`src/rtl/lane_lsu_pkg.sv`:
```
package lane_lsu_pkg;
  localparam int DATA_W  = 32;
  localparam int OFF_W   = 16;
  localparam int LANES   = DATA_W / 8;
  localparam int LANE_W  = $clog2(LANES);
  localparam int OP_W    = 4;
  localparam int REG_W   = 5;

  localparam logic [OP_W-1:0] OP_LB  = 4'd0;
  localparam logic [OP_W-1:0] OP_LH  = 4'd1;
  localparam logic [OP_W-1:0] OP_LW  = 4'd2;
  localparam logic [OP_W-1:0] OP_LBU = 4'd3;
  localparam logic [OP_W-1:0] OP_LHU = 4'd4;
  localparam logic [OP_W-1:0] OP_LWL = 4'd5;
  localparam logic [OP_W-1:0] OP_LWR = 4'd6;
  localparam logic [OP_W-1:0] OP_SB  = 4'd8;
  localparam logic [OP_W-1:0] OP_SH  = 4'd9;
  localparam logic [OP_W-1:0] OP_SW  = 4'd10;
  localparam logic [OP_W-1:0] OP_SWL = 4'd11;
  localparam logic [OP_W-1:0] OP_SWR = 4'd12;

  typedef enum logic [1:0] {
    CLS_NONE, CLS_LOAD, CLS_STORE, CLS_MERGE_ST
  } opClass_e;

  // control-to-datapath strobes
  typedef struct packed {
    logic capIn;   // latch operands
    logic rd;      // drive memory read
    logic capRes;  // latch merged result
    logic wr;      // drive memory write
    logic fin;     // completion cycle
  } strobe_t;

  function automatic opClass_e classify(input logic [OP_W-1:0] op);
    case (op)
      OP_LB, OP_LH, OP_LW, OP_LBU, OP_LHU, OP_LWL, OP_LWR: classify = CLS_LOAD;
      OP_SB, OP_SH, OP_SW:                                 classify = CLS_STORE;
      OP_SWL, OP_SWR:                                      classify = CLS_MERGE_ST;
      default:                                             classify = CLS_NONE;
    endcase
  endfunction
endpackage

```
`src/rtl/lane_lsu_ctrl.sv`:
```
module lane_lsu_ctrl
  import lane_lsu_pkg::*;
(
  input  logic            clk,
  input  logic            rstN,
  input  logic            start,
  input  logic [OP_W-1:0] opSel,
  output strobe_t         stb,
  output logic            busy
);
  typedef enum logic [2:0] {S_IDLE, S_RD, S_CAP, S_WR, S_FIN} state_e;

  state_e   state, nextState;
  logic     needWr, nextNeedWr;
  opClass_e cls;

  assign cls = classify(opSel);

  always_comb begin
    nextState  = state;
    nextNeedWr = needWr;
    case (state)
      S_IDLE: if (start) begin
        nextNeedWr = (cls == CLS_MERGE_ST);
        case (cls)
          CLS_LOAD, CLS_MERGE_ST: nextState = S_RD;
          CLS_STORE:              nextState = S_WR;
          default:                nextState = S_FIN;
        endcase
      end
      S_RD:  nextState = S_CAP;
      S_CAP: nextState = needWr ? S_WR : S_FIN;
      S_WR:  nextState = S_FIN;
      default: nextState = S_IDLE;
    endcase
  end

  always_ff @(posedge clk or negedge rstN) begin
    if (!rstN) begin
      state  <= S_IDLE;
      needWr <= 1'b0;
    end else begin
      state  <= nextState;
      needWr <= nextNeedWr;
    end
  end

  always_comb begin
    stb.capIn  = (state == S_IDLE) && start;
    stb.rd     = (state == S_RD);
    stb.capRes = (state == S_CAP);
    stb.wr     = (state == S_WR);
    stb.fin    = (state == S_FIN);
  end

  assign busy = (state != S_IDLE);
endmodule

```
`src/rtl/lane_lsu_dp.sv`:
```
module lane_lsu_dp
  import lane_lsu_pkg::*;
(
  input  logic              clk,
  input  logic              rstN,
  input  strobe_t           stb,
  input  logic [OP_W-1:0]   opSel,
  input  logic [DATA_W-1:0] baseVal,
  input  logic [OFF_W-1:0]  offset,
  input  logic [DATA_W-1:0] regVal,
  input  logic [REG_W-1:0]  dstIdx,
  input  logic [DATA_W-1:0] memRdata,
  output logic [DATA_W-1:0] memAddr,
  output logic [LANES-1:0]  memBe,
  output logic [DATA_W-1:0] memWdata,
  output logic              wbEn,
  output logic [DATA_W-1:0] wbData
);
  localparam logic [DATA_W-1:0] LOW3 = {8'h00, {(DATA_W-8){1'b1}}};
  localparam logic [DATA_W-1:0] HIGH3 = {{(DATA_W-8){1'b1}}, 8'h00};

  logic [DATA_W-1:0] eaR, regR, resR, merged, eaNext;
  logic [OP_W-1:0]   opR;
  logic [REG_W-1:0]  dstR;
  logic [LANE_W-1:0] lane;
  logic [4:0]        sh, shInv;
  logic [7:0]        pickB;
  logic [15:0]       pickH;

  assign eaNext = baseVal + {{(DATA_W-OFF_W){offset[OFF_W-1]}}, offset};

  always_ff @(posedge clk or negedge rstN) begin
    if (!rstN) begin
      eaR  <= '0;
      regR <= '0;
      opR  <= '0;
      dstR <= '0;
      resR <= '0;
    end else begin
      if (stb.capIn) begin
        eaR  <= eaNext;
        regR <= regVal;
        opR  <= opSel;
        dstR <= dstIdx;
      end
      if (stb.capRes) resR <= merged;
    end
  end

  assign lane  = eaR[LANE_W-1:0];
  assign sh    = {lane, 3'b000};
  assign shInv = 5'd24 - sh;
  assign pickB = memRdata[sh +: 8];
  assign pickH = eaR[1] ? memRdata[31:16] : memRdata[15:0];

  always_comb begin
    case (opR)
      OP_LB:   merged = {{24{pickB[7]}}, pickB};
      OP_LBU:  merged = {24'h0, pickB};
      OP_LH:   merged = {{16{pickH[15]}}, pickH};
      OP_LHU:  merged = {16'h0, pickH};
      OP_LW:   merged = memRdata;
      OP_LWL:  merged = (memRdata << shInv) | (regR & (LOW3 >> sh));
      OP_LWR:  merged = (memRdata >> sh) | (regR & (HIGH3 << shInv));
      OP_SWL:  merged = (regR >> shInv) | (memRdata & (HIGH3 << sh));
      OP_SWR:  merged = (regR << sh) | (memRdata & (LOW3 >> shInv));
      default: merged = '0;
    endcase
  end

  assign memAddr = {eaR[DATA_W-1:LANE_W], {LANE_W{1'b0}}};

  always_comb begin
    case (opR)
      OP_SB: begin
        memBe    = LANES'(1) << lane;
        memWdata = {LANES{regR[7:0]}};
      end
      OP_SH: begin
        memBe    = eaR[1] ? 4'b1100 : 4'b0011;
        memWdata = {2{regR[15:0]}};
      end
      OP_SWL, OP_SWR: begin
        memBe    = '1;
        memWdata = resR;
      end
      default: begin
        memBe    = '1;
        memWdata = regR;
      end
    endcase
  end

  assign wbEn   = stb.fin && (classify(opR) == CLS_LOAD) && (dstR != '0);
  assign wbData = resR;
endmodule

```
`src/rtl/lane_lsu.sv`:
```
module lane_lsu
  import lane_lsu_pkg::*;
(
  input  logic        clk,
  input  logic        rstN,
  input  logic        start,
  input  logic [3:0]  opSel,
  input  logic [31:0] baseVal,
  input  logic [15:0] offset,
  input  logic [31:0] regVal,
  input  logic [4:0]  dstIdx,
  output logic [31:0] memAddr,
  output logic        memRd,
  output logic        memWe,
  output logic [3:0]  memBe,
  output logic [31:0] memWdata,
  input  logic [31:0] memRdata,
  output logic        busy,
  output logic        done,
  output logic        wbEn,
  output logic [31:0] wbData
);
  strobe_t stb;

  lane_lsu_ctrl uCtrl (
    .clk(clk), .rstN(rstN), .start(start), .opSel(opSel),
    .stb(stb), .busy(busy)
  );

  lane_lsu_dp uDp (
    .clk(clk), .rstN(rstN), .stb(stb), .opSel(opSel),
    .baseVal(baseVal), .offset(offset), .regVal(regVal), .dstIdx(dstIdx),
    .memRdata(memRdata), .memAddr(memAddr), .memBe(memBe),
    .memWdata(memWdata), .wbEn(wbEn), .wbData(wbData)
  );

  assign memRd = stb.rd;
  assign memWe = stb.wr;
  assign done  = stb.fin;
endmodule

```
`config.mk`:
```
export PLATFORM = sky130hd
export DESIGN_NAME = lane_lsu
export DESIGN_NICKNAME = d
export VERILOG_FILES = /design/src/rtl/lane_lsu_pkg.sv /design/src/rtl/lane_lsu_ctrl.sv /design/src/rtl/lane_lsu_dp.sv /design/src/rtl/lane_lsu.sv
export SDC_FILE = /design/constraint.sdc
export NUM_CORES = 1
export LEC_CHECK = 0
export BUFFER_PORTS_ARGS = -buffer_cell sky130_fd_sc_hd__buf_2
export CORE_MARGIN = 5
export CORE_UTILIZATION = 48
export DETAILED_ROUTE_END_ITERATION = 8
export HOLD_SLACK_MARGIN = 0.15
export PLACE_DENSITY = 0.76
export REMOVE_ABC_BUFFERS = 1
export SYNTH_ARGS = -nofsm -noshare
export SYNTH_HDL_FRONTEND = slang
export SYNTH_SLANG_ARGS = --single-unit
```
`constraint.sdc`:
```
create_clock -name clk -period 1.96 [get_ports clk]
set_input_delay 0.196 -clock clk [delete_from_list [all_inputs] [get_ports clk]]
set_output_delay 0.196 -clock clk [all_outputs]
set_load 0.01 [all_outputs]
```
==> flow_summary.json, run 1 <==
{
  "status": "finished with violations",
  "violations": "setup timing",
  "area_growth_pct": 49.05,
  "drive_above_1_share_pct": 42.31,
  "max_slew_margin_pct": 64.58,
  "place_area_um2": 11660,
  "grt_max_degree": 63,
  "firstDrtPassIters": 6,
  "synth_area_per_cell_um2": 8.408,
  "cp-end-kind": "output pin",
  "antenna_found_initial": 3,
  "finalCriticalPeriod_ps": 2331,
  "rows": 50,
  "worstSetupPathType": "flop to output pin",
  "setup_slack_ps": -370.7,
  "reg2reg_from": "uDp.opR[1]",
  "p_total_mw": 20.96,
  "clk_path_buf_depth": 2,
  "crit_arrival_ps": 2130,
  "netlist_instances": 1097,
  "cp-endpoint": "memWdata[1]",
  "synth-edff-count": 0,
  "worst_ep_required_time_ps": 1760,
  "clk_pin_slew_ps": 80,
  "rrSetupSlack_ps": -220,
  "power_frac_seq_pct": 21.6,
  "critical_path.startpoint": "uDp.opR[1]",
  "async_reset_ff_share_pct": 100.0,
  "post_drt_wl_per_cell_um": 21.03,
  "drt_wl_total_mm": 37.09,
  "irDropWorstVdd_v": 0.0007626,
  "start_kind": "flop",
  "cts_buffers": 9,
  "clkPwrFrac_pct": 9.9,
  "place_inst": 1663,
  "grt_pass1_wl_mm": 54.48,
  "worstHoldPathType": "input port to flop",
  "rsz0062_at_grt": "yes",
  "syn_area_um2": 9224,
  "dieArea_um2": 22090,
  "reg2regPathDepth": 8,
  "drv_slew": 0,
  "switchingPower_mw": 9.668,
  "cts.sinks": 109,
  "die_h_um": 148.6,
  "dpl_worst_slack_ps": -554.1,
  "synthFlopType": "dfrtp_1",
  "grt_pass1_vias": 10530,
  "drc": 0,
  "multiInputGateArea_um2": 6595,
  "timing.final.crit_share_pct": 118.9,
  "dpl.hpwl_mm": 24.18,
  "p_int_mw": 11.30,
  "io_buffers": 226,
  "fp.dieW_um": 148.6,
  "nets": 1652,
  "cts-root-buf": "clkbuf_16",
  "power_density_nw_per_um2": 1525,
  "grt-ovfl-total": 0,
  "fillers": 1338,
  "fin_area_um2": 13750,
  "tritoncts": "built",
  "gp_congestion": 0.9642,
  "timing.rr.end": "uDp.wbData[29]",
  "ys_seq_area_share_pct": 29.57,
  "synth.distinct_cells": 72,
  "layout_common_cells": "nand2_1 (237), buf_2 (214), buf_4 (181)",
  "maxCapViolations": 0,
  "ys_warn_count": 0,
  "finalClockSkew_ps": 6.475,
  "ys_ff_latch": 109,
  "mostFrequentLayoutCell": "nand2_1",
  "leakagePower_nw": 6.570,
  "synth_top_area_share_pct": 29.57,
  "pin_count": 229,
  "setup_viol": 69,
  "ant_nets": 0,
  "viasPerCell": 6.105,
  "final_cells": 1764,
  "ys_top_cells_by_area": "dfrtp_1 (30%), nand2_1 (9.8%), mux4_2 (7.8%)",
  "clk_latency_ps": 360,
  "cts-htree-levels": 3,
  "worstPathMaxFanout": 26,
  "synth_top_area_cell": "dfrtp_1",
  "grt_usage_pct": 30.59,
  "switching_share_pct": 46.12,
  "whs_ps": 189.0,
  "first_iter_violations": 1137,
  "core_um2": 18830,
  "vias": 10770,
  "pwr-share-comb_pct": 68.5,
  "hold_viol": 0,
  "start_util_pct": 48.98,
  "max_freq_mhz": 429.1,
  "seq_area_um2": 2736,
  "tightest_slew_ps": 531.3
}
[flip-flops by register name (all words and copies together) (netlist names)]
| signal | flops |
|---|---|
| uDp.eaR | 32 |
| uDp.regR | 32 |
| uDp.wbData | 32 |
| uDp.dstR | 5 |
| uDp.opR | 4 |
| uCtrl.state | 3 |
| uCtrl.needWr | 1 |
[cells in the mapped netlist (4+ instances only)]
cell type	instances
mux4_2	32
nand2b_1	4
o21a_1	4
a21oi_1	75
a22o_1	5
nand2_1	242
ha_1	31
or3_1	4
a31oi_1	21
xnor2_1	17
inv_1	14
xor2_1	13
clkbuf_1	51
a21o_1	29
a22oi_1	38
a222oi_1	15
and3_1	5
nand3_1	7
nor3_1	8
nor2_1	65
mux2_2	16
dfrtp_1	109
buf_1	4
nand4_1	14
mux2i_1	41
buf_2	21
a221o_1	24
nor2b_1	8
o21bai_1	6
buf_4	33
o21ai_0	75
a221oi_1	5
[worst max-delay path: stages (launching register included)]
cell      delay [ps]
dfrtp_1          430
nand2b_4         190
nor3b_4          220
or2_4            210
buf_12           200
mux2_2           360
buf_2            140
[cell families (layout without fill, tap and decap cells)]
kind of cell | after synthesis | count (layout) | share of synthesized area [%]
other | 1 | 5 | 0.04066
AO/OA/AOI/OAI | 330 | 330 | 24.29
adder cells (fa/ha/maj) | 32 | 32 | 4.422
buffers and inverters | 125 | 528 | 6.715
AND/OR/NAND/NOR | 381 | 381 | 17.89
XOR/XNOR | 30 | 30 | 2.849
multiplexers | 89 | 89 | 14.22
flip-flops | 109 | 109 | 29.57
[layer usage]
layer | share of wire (%) | track usage, % | up-vias
li1 | - | - | 4803
met1 | 38 | 38.01 | 5135
met2 | 49 | 52.35 | 692
met3 | 9.4 | 5.424 | 140
met4 | 4.2 | 13.03 | 0
met5 | 0 | 0 | -
[power groups by stage]
stage	combinational (mW)	sequential (mW)	clock, mW
global placement	11.5	4.45	0
global route	15.3	4.66	2.18
finish	14.4	4.53	2.07
detailed placement	11.7	4.48	0
CTS	12.9	4.43	2.10
floorplan	6.11	4.97	0
[stage by stage]
step | TNS, ps | util (%)
4_1_cts | -10850 | 68.84
6_report | -14340 | 73.01
3_3_place_gp | -10700 | 61.90
5_1_grt | -18170 | 73.01
2_1_floorplan | -134170 | -
3_5_place_dp | -13170 | 61.90
[how the worst min path moves through the flow]
stage / endpoint / from / slack, ps / depth (start not counted)
after floorplan: uCtrl.needWr / rstN / -100 / 0
after global routing: uDp.wbData[11] / memRdata[11] / 210 / 3
after CTS: uDp.wbData[11] / memRdata[11] / 200 / 3
after detailed placement: uDp.regR[0] / rstN / 200 / 1
after global placement: uDp.regR[0] / rstN / 200 / 1
final: uDp.wbData[11] / memRdata[11] / 190 / 3
[final cells by class]
type	count	share of cell area [%]
Multi-Input combinational cell	864	47.97
Antenna cell	3	0.05460
Tap cell	260	2.366
Inverter	16	0.4914
Clock inverter	7	0.7099
Clock buffer	9	1.638
Sequential cell	109	19.90
Timing Repair Buffer	496	26.87
[timing repair]
item                                    4_1_cts  5_1_grt
hold buffers                                 51        0
buffers inserted                             16       14
pin swaps                                    43       49
cloned                                        3        0
gates resized for setup                      71      149
endpoints found under the setup margin       73       87
hold endpoints to repair                     86        0
No activity file was read; power rests on OpenSTA's default activity.
==> run 2: changes to the inputs <==
CAP_MARGIN = 20   (was default)
PLACE_DENSITY = default   (was 0.76)
PLACE_DENSITY_LB_ADDON = 0.15   (was default)
SYNTH_HIERARCHICAL = 1   (was default)
==> flow_summary.json, run 2 <==
{
  "worstPathMaxFanout": 6,
  "maxCapViolations": 0,
  "place_inst": 1702,
  "power_frac_seq_pct": 18.3,
  "gp_congestion": 0.9400,
  "synth_top_area_cell": "dfrtp_1",
  "final_cells": 1823,
  "viasPerCell": 6.348,
  "drv_slew": 0,
  "worstHoldStart": "start",
  "synth.distinct_cells": 88,
  "dpl_worst_slack_ps": -621.5,
  "synth_area_per_cell_um2": 9.313,
  "async_reset_ff_share_pct": 100.0,
  "core_um2": 20360,
  "whs_path_depth": 4,
  "p_int_mw": 13.60,
  "grt_max_degree": 42,
  "area_growth_pct": 53.90,
  "drc": 0,
  "leakagePower_nw": 6.929,
  "clk_latency_ps": 370,
  "crit_arrival_ps": 2180,
  "status": "finished with violations",
  "rows": 52,
  "finalClockSkew_ps": 9.146,
  "finalSetupTns_ps": -16760,
  "worstHoldPathType": "input port to flop",
  "max_freq_mhz": 420.2,
  "power_density_nw_per_um2": 1590,
  "setup_slack_ps": -419.6,
  "place_area_um2": 12830,
  "start_kind": "flop",
  "cts_buffers": 9,
  "cts-htree-levels": 3,
  "nets": 1700,
  "switchingPower_mw": 10.87,
  "whs_ps": 171.7,
  "vias": 11570,
  "start_util_pct": 49.12,
  "cp-end-kind": "output pin",
  "ant_nets": 0,
  "final_core_util_pct": 75.59,
  "ys_top_cells_by_area": "dfrtp_1 (27%), mux4_2 (8.8%), mux2_2 (7.9%)",
  "fin_area_um2": 15390,
  "clk_path_buf_depth": 2,
  "firstDrtPassIters": 6,
  "cts.sinks": 109,
  "synthFlopType": "dfrtp_1",
  "pin_count": 229,
  "ys_ff_latch": 109,
  "grt-ovfl-total": 0,
  "drt_wl_total_mm": 41.20,
  "hold_viol": 0,
  "die_h_um": 154.4,
  "cts-root-buf": "clkbuf_16",
  "p_total_mw": 24.47,
  "syn_area_um2": 10000,
  "finalCriticalPeriod_ps": 2380,
  "setup_viol": 72,
  "switching_share_pct": 44.43,
  "post_drt_wl_per_cell_um": 22.60,
  "fp.dieW_um": 154.4,
  "tritoncts": "built",
  "yosysMostFrequentCell": "dfrtp_1",
  "critical_path.startpoint": "uDp/opR[2]",
  "violations": "setup timing",
  "rsz0062_at_grt": "yes",
  "timing.final.crit_share_pct": 121.4,
  "clk_pin_slew_ps": 80,
  "pwr-share-comb_pct": 74.3,
  "netlist_instances": 1074,
  "synth_common_cells": "dfrtp_1 (109), nand2_1 (78), mux2_2 (70)",
  "reg2regPathDepth": 9,
  "mostFrequentLayoutCell": "buf_4",
  "synth_top_area_share_pct": 27.27,
  "worst_ep_required_time_ps": 1760,
  "reg2reg_from": "uDp/eaR[1]",
  "ys_seq_area_share_pct": 27.27,
  "grt_pass1_wl_mm": 59.23,
  "drive_above_1_share_pct": 51.78,
  "ys_warn_count": 6,
  "dpl.hpwl_mm": 26.65,
  "grt_pass1_vias": 11070,
  "antenna_found_initial": 3,
  "clkPwrFrac_pct": 7.4,
  "worstSetupPathType": "flop to output pin",
  "synth-edff-count": 0,
  "first_iter_violations": 1329,
  "dieArea_um2": 23820,
  "layout_common_cells": "buf_4 (241), buf_2 (215), dfrtp_1 (103)",
  "io_buffers": 226,
  "irDropWorstVdd_v": 0.0008509,
  "grt_usage_pct": 30.51
}
==> run 2: changes by cell type after synthesis, sizes merged, moves of 17 or more <==
cell,change
mux2,+54
inv,+35
a31oi,-19
a22oi,-22
o22ai,+41
o21ai,-29
a21o,-17
nor2,-19
nand2,-164
==> run 2: cell families (layout without fill, tap and decap cells) <==
family | after synthesis | in the layout | synth area share, %
buf+inv | 170 | 644 | 9.057
flops | 109 | 109 | 27.27
compound gates | 348 | 348 | 24.87
simple gates | 260 | 260 | 13.69
xor+xnor | 13 | 13 | 1.138
mux | 141 | 141 | 19.86
other cells | 1 | 6 | 0.03749
fa+ha+maj | 32 | 32 | 4.078
==> run 2: critical path, stage by stage, from the launching register on <==
cell,delay [ps]
dfrtp_2,450
buf_4,170
and4bb_4,230
nand2b_4,190
nor2_4,200
buf_6,170
buf_4,120
nand2_1,60
nand2_1,80
buf_2,130
==> run 2: metal layers <==
metal  track usage [%]  up-vias  part of all wire (%)  wire length [um]
met4             11.86        2                   5.6              2311
met1             39.08     5507                    37             15050
met3             5.644      190                    11              4330
met5                 0        -                 0.032                13
li1                  -     5087                     -                 -
met2             51.29      786                    47             19500
==> run 2: cell type report <==
cell class              instances  area (um2)
clock buffers                  10       229.0
fillers                      1360        4971
multi-input cells             796        7320
clock inverters                 6       45.04
inverters                      52       202.7
diodes                          4       10.01
flip-flops and latches        109        2738
well taps                     270       337.8
repair buffers                576        4512
==> run 2: final timing paths <==
path,to,slack (ps)
worst max-delay path,memWdata[20],-420
worst min-delay path,uCtrl/state[1],170
worst max register to register,uDp/wbData[16],-280
worst min register to register,uDp/eaR[23],480
max in group asynchronous,uDp/eaR[0],1020
min in group asynchronous,uCtrl/state[1],320
==> run 2: repair_timing <==
action | in CTS | in global routing
cloned | 4 | 2
hold endpoints to repair | 74 | 0
hold buffers | 42 | 0
buffers inserted | 24 | 38
resized for setup | 158 | 124
setup endpoints to repair | 82 | 122
pin swaps | 49 | 75
==> run 2: power by group through the flow <==
stage,combinational [mW],sequential [mW],clock (mW)
3_3_place_gp,13.5,4.31,0
6_report,18.2,4.47,1.81
4_1_cts,16.0,4.36,1.85
5_1_grt,19.1,4.57,1.94
3_5_place_dp,13.7,4.34,0
2_1_floorplan,7.03,5.05,0
